## config.mk

```make
export PLATFORM = sky130hd
export DESIGN_NAME = spi_shift_engine
export DESIGN_NICKNAME = d
export VERILOG_FILES = /design/src/rtl/spi_eng_pkg.sv /design/src/rtl/spi_eng_ctrl.sv /design/src/rtl/spi_eng_dp.sv /design/src/rtl/spi_shift_engine.sv
export SDC_FILE = /design/constraint.sdc
export NUM_CORES = 1
export LEC_CHECK = 0
export BUFFER_PORTS_ARGS = -buffer_cell sky130_fd_sc_hd__buf_4
export CAP_MARGIN = 0
export CORE_MARGIN = 2
export CORE_UTILIZATION = 49
export CTS_CLUSTER_SIZE = 12
export DETAILED_ROUTE_END_ITERATION = 7
export GPL_TIMING_DRIVEN = 0
export PLACE_DENSITY = 0.75
export SYNTH_ARGS = -nofsm -noshare
export SYNTH_HDL_FRONTEND = slang
export SYNTH_SLANG_ARGS = --single-unit
```

## constraint.sdc

```tcl
create_clock -name clk -period 1.9 [get_ports clk]
set_clock_uncertainty 0.05 [all_clocks]
set_input_delay 0.285 -clock clk [delete_from_list [all_inputs] [get_ports clk]]
set_output_delay 0.285 -clock clk [all_outputs]
set_load 0.01 [all_outputs]
```

## src/rtl/spi_eng_pkg.sv

```systemverilog
package spi_eng_pkg;
  typedef struct packed {
    logic load;       // accept a new transmit byte
    logic sampleNow;  // capture the input line this cycle
    logic shiftNow;   // advance the shift register by one bit
    logic finishNow;  // last bit: deliver the received byte
  } xferStrb_t;
endpackage

```

## src/rtl/spi_eng_ctrl.sv

```systemverilog
module spi_eng_ctrl
  import spi_eng_pkg::*;
#(
  parameter int DATA_W = 8,
  parameter int DIV_W  = 8
) (
  input  logic             clk,
  input  logic             rstN,
  input  logic             isMaster,
  input  logic             clkPol,
  input  logic             txEdge,
  input  logic             sampleEnd,
  input  logic [DIV_W-1:0] divRatio,
  input  logic             wrEn,
  input  logic             sckIn,
  input  logic             ssnIn,
  input  logic             sdiIn,
  output xferStrb_t        strb,
  output logic             sdiBit,
  output logic             busy,
  output logic             sckOut,
  output logic             csnOut,
  output logic             slaveSel
);
  localparam int HALF_N = 2 * DATA_W;
  localparam int HIDX_W = $clog2(HALF_N);
  localparam int CNT_W  = $clog2(DATA_W + 1);

  // master timing state
  logic              busyM;
  logic [HIDX_W-1:0] halfIdx;
  logic [DIV_W-1:0]  divCnt;
  logic              tick, lastHalf, mMid, mEnd, useEnd, startXfer;

  // slave synchronisers and bit tracking
  logic [2:0]        sckSync;
  logic [1:0]        ssnSync;
  logic [1:0]        sdiSync;
  logic [CNT_W-1:0]  sBitCnt;
  logic              sPend;
  logic              sRise, sFall, sLead, sTrail, sTxEv, sSmpEv, sFinish, busySlave;

  assign slaveSel  = ~ssnSync[1];
  assign busySlave = slaveSel & ((sBitCnt != '0) | sPend);
  assign busy      = isMaster ? busyM : busySlave;
  assign startXfer = wrEn & ~busy;

  assign tick     = busyM & (divCnt >= divRatio);
  assign lastHalf = (halfIdx == HIDX_W'(HALF_N - 1));
  assign mMid     = tick & ~halfIdx[0];
  assign mEnd     = tick & halfIdx[0];
  assign useEnd   = sampleEnd & isMaster;  // slave mode forces mid-bit capture

  assign sRise   = sckSync[1] & ~sckSync[2];
  assign sFall   = ~sckSync[1] & sckSync[2];
  assign sLead   = clkPol ? sFall : sRise;
  assign sTrail  = clkPol ? sRise : sFall;
  assign sTxEv   = ~isMaster & slaveSel & (txEdge ? sTrail : sLead);
  assign sSmpEv  = ~isMaster & slaveSel & (txEdge ? sLead : sTrail);
  assign sFinish = sSmpEv & (sBitCnt == CNT_W'(DATA_W - 1));

  assign sdiBit = isMaster ? sdiIn : sdiSync[1];

  always_comb begin
    strb.load = startXfer;
    if (isMaster) begin
      strb.sampleNow = useEnd ? mEnd : mMid;
      strb.shiftNow  = mEnd & ~lastHalf;
      strb.finishNow = mEnd & lastHalf;
    end else begin
      strb.sampleNow = sSmpEv;
      strb.shiftNow  = sTxEv & sPend;
      strb.finishNow = sFinish;
    end
  end

  // SCK is active in odd half periods when data moves on the trailing edge,
  // in even half periods when it moves on the leading edge
  assign sckOut = clkPol ^ (isMaster & busyM & (halfIdx[0] ~^ txEdge));
  assign csnOut = ~(isMaster & busyM);

  always_ff @(posedge clk) begin
    if (!rstN) begin
      busyM   <= 1'b0;
      halfIdx <= '0;
      divCnt  <= '0;
    end else if (startXfer && isMaster) begin
      busyM   <= 1'b1;
      halfIdx <= '0;
      divCnt  <= '0;
    end else if (tick) begin
      divCnt  <= '0;
      halfIdx <= halfIdx + 1'b1;
      if (lastHalf) busyM <= 1'b0;
    end else if (busyM) begin
      divCnt <= divCnt + 1'b1;
    end
  end

  always_ff @(posedge clk) begin
    if (!rstN) begin
      sckSync <= '0;
      ssnSync <= 2'b11;
      sdiSync <= '0;
    end else begin
      sckSync <= {sckSync[1:0], sckIn};
      ssnSync <= {ssnSync[0], ssnIn};
      sdiSync <= {sdiSync[0], sdiIn};
    end
  end

  always_ff @(posedge clk) begin
    if (!rstN || isMaster || !slaveSel) begin
      sBitCnt <= '0;
      sPend   <= 1'b0;
    end else if (sSmpEv) begin
      if (sFinish) begin
        sBitCnt <= '0;
        sPend   <= 1'b0;
      end else begin
        sBitCnt <= sBitCnt + 1'b1;
        sPend   <= 1'b1;
      end
    end else if (sTxEv && sPend) begin
      sPend <= 1'b0;
    end
  end


  ss_reset_chk: assert property (@(posedge clk) disable iff (!rstN)
    (!isMaster && !slaveSel) |=> (sBitCnt == '0 && !sPend));


  master_end_chk: assert property (@(posedge clk) disable iff (!rstN)
    (isMaster && strb.finishNow) |=> !busyM);


  slave_mid_chk: assert property (@(posedge clk) disable iff (!rstN)
    (!isMaster && strb.sampleNow) |-> !sTxEv);
endmodule

```

## src/rtl/spi_eng_dp.sv

```systemverilog
module spi_eng_dp
  import spi_eng_pkg::*;
#(
  parameter int DATA_W = 8
) (
  input  logic              clk,
  input  logic              rstN,
  input  xferStrb_t         strb,
  input  logic              sdiBit,
  input  logic              wrEn,
  input  logic [DATA_W-1:0] wrData,
  input  logic              busy,
  input  logic              rdEn,
  input  logic              wcolClr,
  output logic [DATA_W-1:0] rdData,
  output logic              bufFull,
  output logic              wcolFlag,
  output logic              done,
  output logic              sdoBit
);
  logic [DATA_W-1:0] shifter, rxBuf;
  logic              sampleBit, inBit;

  assign inBit  = strb.sampleNow ? sdiBit : sampleBit;
  assign sdoBit = shifter[DATA_W-1];
  assign rdData = rxBuf;

  always_ff @(posedge clk) begin
    if (!rstN) begin
      shifter   <= '0;
      rxBuf     <= '0;
      sampleBit <= 1'b0;
      bufFull   <= 1'b0;
      wcolFlag  <= 1'b0;
      done      <= 1'b0;
    end else begin
      if (strb.load)
        shifter <= wrData;
      else if (strb.shiftNow)
        shifter <= {shifter[DATA_W-2:0], inBit};
      if (strb.sampleNow) sampleBit <= sdiBit;
      if (strb.finishNow) rxBuf <= {shifter[DATA_W-2:0], inBit};
      if (strb.finishNow) bufFull <= 1'b1;
      else if (rdEn)      bufFull <= 1'b0;
      if (wrEn && busy)   wcolFlag <= 1'b1;
      else if (wcolClr)   wcolFlag <= 1'b0;
      done <= strb.finishNow;
    end
  end


  buf_full_rise_chk: assert property (@(posedge clk) disable iff (!rstN)
    $rose(bufFull) |-> done);


  read_clear_chk: assert property (@(posedge clk) disable iff (!rstN)
    (rdEn && !strb.finishNow) |=> !bufFull);


  wcol_set_chk: assert property (@(posedge clk) disable iff (!rstN)
    (wrEn && busy) |=> wcolFlag);


  collide_hold_chk: assert property (@(posedge clk) disable iff (!rstN)
    (wrEn && busy && !strb.shiftNow) |=> $stable(shifter));


  done_pulse_chk: assert property (@(posedge clk) disable iff (!rstN)
    done |=> !done);
endmodule

```

## src/rtl/spi_shift_engine.sv

```systemverilog
module spi_shift_engine
  import spi_eng_pkg::*;
#(
  parameter int DATA_W = 8,
  parameter int DIV_W  = 8
) (
  input  logic              clk,
  input  logic              rstN,
  input  logic              isMaster,
  input  logic              clkPol,
  input  logic              txEdge,
  input  logic              sampleEnd,
  input  logic [DIV_W-1:0]  divRatio,
  input  logic              wrEn,
  input  logic [DATA_W-1:0] wrData,
  input  logic              rdEn,
  input  logic              wcolClr,
  output logic [DATA_W-1:0] rdData,
  output logic              bufFull,
  output logic              wcolFlag,
  output logic              busy,
  output logic              done,
  output logic              sckOut,
  output logic              sdoOut,
  output logic              sdoOe,
  output logic              csnOut,
  input  logic              sckIn,
  input  logic              ssnIn,
  input  logic              sdiIn
);
  xferStrb_t strb;
  logic      sdiBit, slaveSel, sdoBit;

  spi_eng_ctrl #(.DATA_W(DATA_W), .DIV_W(DIV_W)) u_ctrl (
    .clk(clk), .rstN(rstN), .isMaster(isMaster), .clkPol(clkPol),
    .txEdge(txEdge), .sampleEnd(sampleEnd), .divRatio(divRatio),
    .wrEn(wrEn), .sckIn(sckIn), .ssnIn(ssnIn), .sdiIn(sdiIn),
    .strb(strb), .sdiBit(sdiBit), .busy(busy), .sckOut(sckOut),
    .csnOut(csnOut), .slaveSel(slaveSel)
  );

  spi_eng_dp #(.DATA_W(DATA_W)) u_dp (
    .clk(clk), .rstN(rstN), .strb(strb), .sdiBit(sdiBit),
    .wrEn(wrEn), .wrData(wrData), .busy(busy), .rdEn(rdEn),
    .wcolClr(wcolClr), .rdData(rdData), .bufFull(bufFull),
    .wcolFlag(wcolFlag), .done(done), .sdoBit(sdoBit)
  );

  assign sdoOut = sdoBit;
  assign sdoOe  = isMaster | slaveSel;
endmodule

```

==> results by group, run 1 <==
Logic synthesis
  – Register area share after synthesis: 39.85%
  – Area share of the largest cell type after synthesis: between 30% and 40%
  – Fraction of registers with async set/reset: 0%
  – Netlist cell types: between 40 and 50
  – Post-synthesis cell count: approximately 250
  – Yosys reg bits: 45
  – Syn avg cell area: 8.972 um2
  – Cell taking the most area after synthesis: dfxtp_1
  – Ranking of synthesized cells by area: dfxtp_1, ha_1, mux2i_1, xor2_1, nor2_1
  – Post-synth EDFFs: 0
  – Post-synthesis cell area: 2261 um2
  – Warnings, synthesis: 0
  – Synth Flop Type: dfxtp_1
  – Post-synth net total: 292

Critical path
  – WP buf/inv: 2
  – CP required: ~2 ns
  – Setup CP Type: flop to flop
  – CP peak stage delay: 0.37 ns
  – Slowest-stage cell, CP: dfxtp_4
  – Worst EP arrival: around 2.0 ns
  – Crit end category: flop
  – CP cell instances: inv_4 -> ha_4 -> a31oi_4 -> nor2b_4 -> o21bai_4 -> buf_6 -> a21oi_4 -> o311ai_4 -> o22ai_1
  – Critical Path Start Type: flop
  – Critical path fanouts, max: 4
  – CP top delay family: compound AO/OA/AOI/OAI gates

Route
  – DRC: 0
  – Via density: roughly 5.5
  – Final ANT Viol Nets: 0
  – Mean routed wirelength per cell: between 10 and 15 um
  – First DRT Iteration DRCs: about 120
  – Drt pass-1 iters: 6
  – Final wirelength: approximately 5300 um
  – Via count: 2,001

Die
  – Core box area: about 4400 um2
  – Die Wd: a little over 70 um
  – Initial cell density of the core: between 50% and 60%
  – Row cnt: 24
  – Die height: 71.93 um
  – Ports: between 40 and 50
  – Die area: about 5200 um2

Global routing
  – Grt total ovfl: 0
  – Largest net degree at the start of global routing: 14
  – Antenna violations before repair: 0
  – First-pass GRT wire length: 8155 um
  – Vias in the first global route: 1,842
  – Gr usage total: about a fifth

Timing
  – Final hold vios: 0
  – Fin Hold WS: 0.1144 ns
  – Final setup fails: 0
  – Worst-margin pin slew: between 0.5 and 0.6 ns
  – Setup slack after layout: between 0.004 and 0.005 ns
  – Pins Over Slew Limit: 0
  – RSZ-0062 raised after global routing: true
  – Fin crit share: between 90 and 100%
  – Final Critical Period: about 1.9 ns
  – Highest clock rate: 527.4 MHz
  – Slew margin rel.: around three fifths

Placement
  – Pre-CTS worst setup slack: -0.2427 ns
  – Port bufs: between 40 and 50
  – DPL Wire Length: 3515 um
  – Placer Congestion: around 0.8

Power and ir drop
  – Maximum vdd drop: between 400 and 500 uV
  – Pleak: around 1.3 nW
  – Pwr dens: a little under 600 nW/um2

Clock tree
  – H-tree levels: 2
  – Clock Tree Root: clkbuf_8
  – CTS tree: built
  – Clk buf depth: 2
  – Worst-path clk slew: about 0.08 ns
  – Worst skew pair latency: 0.30 ns
  – Clk sink count: 45
  – # hold bufs at CTS: 0
  – CTS Buf Count: 5

Cells and area
  – Most frequent cells in the layout: buf_4, dfxtp_1, nor2_1
  – Synth-to-layout area growth: 36.14%
  – Ant. Diodes: 0
  – NumNets Final: around 350
  – Fraction of layout cells with a size suffix above 1: a little over a third
  – Commonest non-fill, non-tap cell in the layout: buf_4

Flow run
  – Max-cap violations: 0

Status
  – Status: completed

Min path
  – Hold Path Class: input port to flop
==> through the flow <==
step                      TNS (ns)  cells  power [mW]  util (%)  cell area (um2)
after global routing       -0.4054    366       1.880     69.73             3078
after global placement      -3.122    345       1.199     59.67             2634
after CTS                        0    359       1.774     64.14             2831
after floorplan                  0    252       1.121         -             2261
final                            0    366       1.802     69.73             3078
after detailed placement    -3.657    345       1.202     59.67             2634
==> sequential cells by signal, summed over array words and instances, names as in the netlist, 2 cells and up <==
register        count
u_ctrl.divCnt       8
u_dp.rdData         8
u_dp.shifter        8
u_ctrl.halfIdx      4
u_ctrl.sBitCnt      4
u_ctrl.sckSync      3
u_ctrl.sdiSync      2
u_ctrl.ssnSync      2
==> synthesized netlist by cell type (all sizes together), types with 2 or more instances <==
cell type / count
buf: 6
and2: 7
o311a: 7
inv: 16
nor2b: 3
xor2: 10
a21oi: 18
nand3: 14
nand4: 4
nand2: 17
dfxtp: 45
nand2b: 8
ha: 12
mux2i: 13
o21ai: 19
xnor2: 4
a21boi: 2
nor2: 24
clkbuf: 5
o31a: 2
==> kinds of logic after synthesis <==
kind of cell,count (synthesis),share of synthesized area (%)
xor gates and xnor gates,14,5.756
muxes,13,5.755
AOI/OAI and AO/OA,58,18.04
DFF,45,39.84
adders and majority gates,12,6.641
and+or+nand+nor,83,18.54
buffers and inverters,27,5.423
==> timing repair <==
action	in CTS	in global routing
pin swaps	5	12
setup endpoints to repair	29	29
gates cloned	1	1
gates resized for setup	20	43
buffers inserted	5	7
==> layout make-up <==
| cell class | count | area, um2 |
|---|---|---|
| Fill cell | 346 | 1336 |
| Sequential cell | 45 | 914.6 |
| Multi-Input combinational cell | 180 | 1460 |
| Clock inverter | 2 | 10.01 |
| Timing Repair Buffer | 55 | 425.4 |
| Clock buffer | 6 | 72.57 |
| Tap cell | 52 | 65.06 |
| Buffer | 10 | 67.56 |
| Inverter | 16 | 62.56 |
==> report_power, final <==
part,leakage [nW],internal [mW],switching [mW]
combinational,0.880,0.133,0.118
sequential,0.370,0.965,0.0156
clock,0.0450,0.255,0.316
total,1.30,1.35,0.449
==> final timing paths <==
path,endpoint,startpoint,depth (start not counted),slack (ns)
worst max-delay path,u_dp.shifter[0],u_ctrl.divCnt[0],9,0.004
worst min-delay path,u_ctrl.ssnSync[0],ssnIn,2,0.11
worst max register to register,u_dp.shifter[0],u_ctrl.divCnt[0],9,0.004
worst min register to register,u_ctrl.ssnSync[1],u_ctrl.ssnSync[0],1,0.37
==> per-layer routing <==
metal	vias to the layer above	GRT usage [%]	wire [um]
met5	-	0	0
li1	1001	-	-
met1	948	24.93	2473
met2	40	34.16	2537
met3	12	4.167	177
met4	0	7.128	118
Power figures use the tool's default switching activity.
==> inputs of run 2 (changes only) <==
--- a/config.mk
+++ b/config.mk
@@ -13,6 +13,7 @@
 export DETAILED_ROUTE_END_ITERATION = 7
 export GPL_TIMING_DRIVEN = 0
 export PLACE_DENSITY = 0.75
+export RECOVER_POWER = 25
 export SYNTH_ARGS = -nofsm -noshare
 export SYNTH_HDL_FRONTEND = slang
 export SYNTH_SLANG_ARGS = --single-unit
==> results by group, run 2 (synthesis results as in run 1) <==
Route
  – First DRT Iteration DRCs: 131
  – Mean routed wirelength per cell: between 10 and 15 um
  – Metal2 WL: roughly 2500 um
  – DRC: 0
  – Drt pass-1 iters: 6
  – Met3 WL post-DR: about 170 um
  – Top Layer Used: met4
  – Via density: between 5 and 6
  – Via count: 2,001
  – Final ANT Viol Nets: 0
  – M1 WL: 2465 um
  – Final wirelength: between 5000 and 6000 um

Clock tree
  – Clk sink count: 45
  – Worst skew pair latency: roughly 0.3 ns
  – CTS Buf Count: 5
  – CTS tree: built
  – Worst-path clk slew: about 0.08 ns
  – H-tree levels: 2
  – Clock Tree Root: clkbuf_8
  – Clk buf depth: 2
  – # hold bufs at CTS: 0

Timing
  – Setup slack after layout: between 0.004 and 0.005 ns
  – Fin crit share: between 90% and 100%
  – Highest clock rate: 527.4 MHz
  – Final setup fails: 0
  – Final hold vios: 0
  – RSZ-0062 raised after global routing: true
  – Pins Over Slew Limit: 0
  – Worst-margin pin slew: around 0.58 ns
  – Slew margin rel.: 60.94%
  – Final Critical Period: ~1.9 ns

Global routing
  – Grt total ovfl: 0
  – Vias in the first global route: 1,842
  – Antenna violations before repair: 0
  – Gr usage total: 19.96%
  – Largest net degree at the start of global routing: 14
  – First-pass GRT wire length: between 8000 and 9000 um

Die
  – Die area: between 5000 and 6000 um2
  – Die height: 71.93 um
  – Initial cell density of the core: 51.22%
  – Die Wd: around 72 um
  – Row cnt: 24
  – Core box area: 4414 um2
  – Ports: 44

Status
  – Status: completed

Cells and area
  – Final non-filler cell total: 366
  – Fraction of layout cells with a size suffix above 1: approximately a third
  – Most frequent cells in the layout: buf_4, dfxtp_1, nor2_1
  – Commonest non-fill, non-tap cell in the layout: buf_4
  – NumNets Final: 353
  – Synth-to-layout area growth: 35.14%
  – Ant. Diodes: 0

Placement
  – DPL Wire Length: approximately 3500 um
  – Cells after DPL: ~350
  – Pre-CTS worst setup slack: -0.2427 ns
  – Port bufs: 41
  – Placer Congestion: ~0.80

Power and ir drop
  – Pwr dens: between 500 and 600 nW/um2
  – Maximum vdd drop: between 400 and 500 uV
  – Pleak: between 1 and 1.5 nW

Flow run
  – Max-cap violations: 0

Critical path
  – Critical Path Start Type: flop
  – Critical path fanouts, max: 4
  – CP required: about 2.0 ns
  – Crit end category: flop
  – Worst EP arrival: approximately 2 ns
  – Setup CP Type: flop to flop

Min path
  – Hold Path Class: input port to flop
[run 2: changes by cell type in the layout (fill, tap and decap cells not counted), sizes merged]
cell	previous run	this run
buf	61	55
clkbuf	10	16
[run 2: repair_timing]
| item | CTS | global route |
|---|---|---|
| pin swaps | 5 | 12 |
| gates resized for setup | 20 | 43 |
| gates cloned | 1 | 1 |
| buffers inserted | 5 | 7 |
| endpoints found under the setup margin | 29 | 29 |
[run 2: worst paths after layout]
| kind | start | endpoint | slack (ns) | cells past startpoint |
|---|---|---|---|---|
| setup reg to reg | u_ctrl.divCnt[0] | u_dp.shifter[0] | 0.004 | 9 |
| hold reg to reg | u_ctrl.ssnSync[0] | u_ctrl.ssnSync[1] | 0.37 | 1 |
| hold / removal | ssnIn | u_ctrl.ssnSync[0] | 0.11 | 2 |
| setup / recovery | u_ctrl.divCnt[0] | u_dp.shifter[0] | 0.004 | 9 |
[run 2: worst max-delay path, cell delays in order, from the launching register on]
cell and delay, ns:
dfxtp_4 0.37, inv_4 0.04, ha_4 0.21, a31oi_4 0.21
nor2b_4 0.07, o21bai_4 0.21, buf_6 0.14, a21oi_4 0.05
o311ai_4 0.31, o22ai_1 0.12
[run 2: area by class of cell]
class                           instances  area [um2]
Sequential cell                        45       914.6
Clock buffer                            6       72.57
Multi-Input combinational cell        180        1460
Fill cell                             354        1359
Clock inverter                          2       10.01
Tap cell                               52       65.06
Inverter                               16       62.56
Buffer                                 10       67.56
Timing Repair Buffer                   55       402.9
[run 2: per-stage QoR]
stage	TNS [ns]	util [%]	hold WS [ns]	power (mW)	instance area, um2
floorplan	0	-	0.3363	1.121	2261
global placement	-3.122	59.67	0.3574	1.199	2634
detailed placement	-3.657	59.67	0.3472	1.202	2634
CTS	0	64.14	0.1162	1.774	2831
global route	-0.4054	69.22	0.1128	1.879	3055
finish	0	69.22	0.1144	1.800	3055
[run 2: metal layers]
metal / vias to the layer above / GRT usage [%]
met5: - / 0
met3: 12 / 4.167
met4: 0 / 7.128
met1: 948 / 24.93
met2: 40 / 34.16
li1: 1001 / -
[run 2: power by group]
part | switching [mW] | internal (mW) | total [mW]
Sequential | 0.0156 | 0.965 | 0.981
Clock | 0.315 | 0.255 | 0.570
Combinational | 0.118 | 0.132 | 0.250
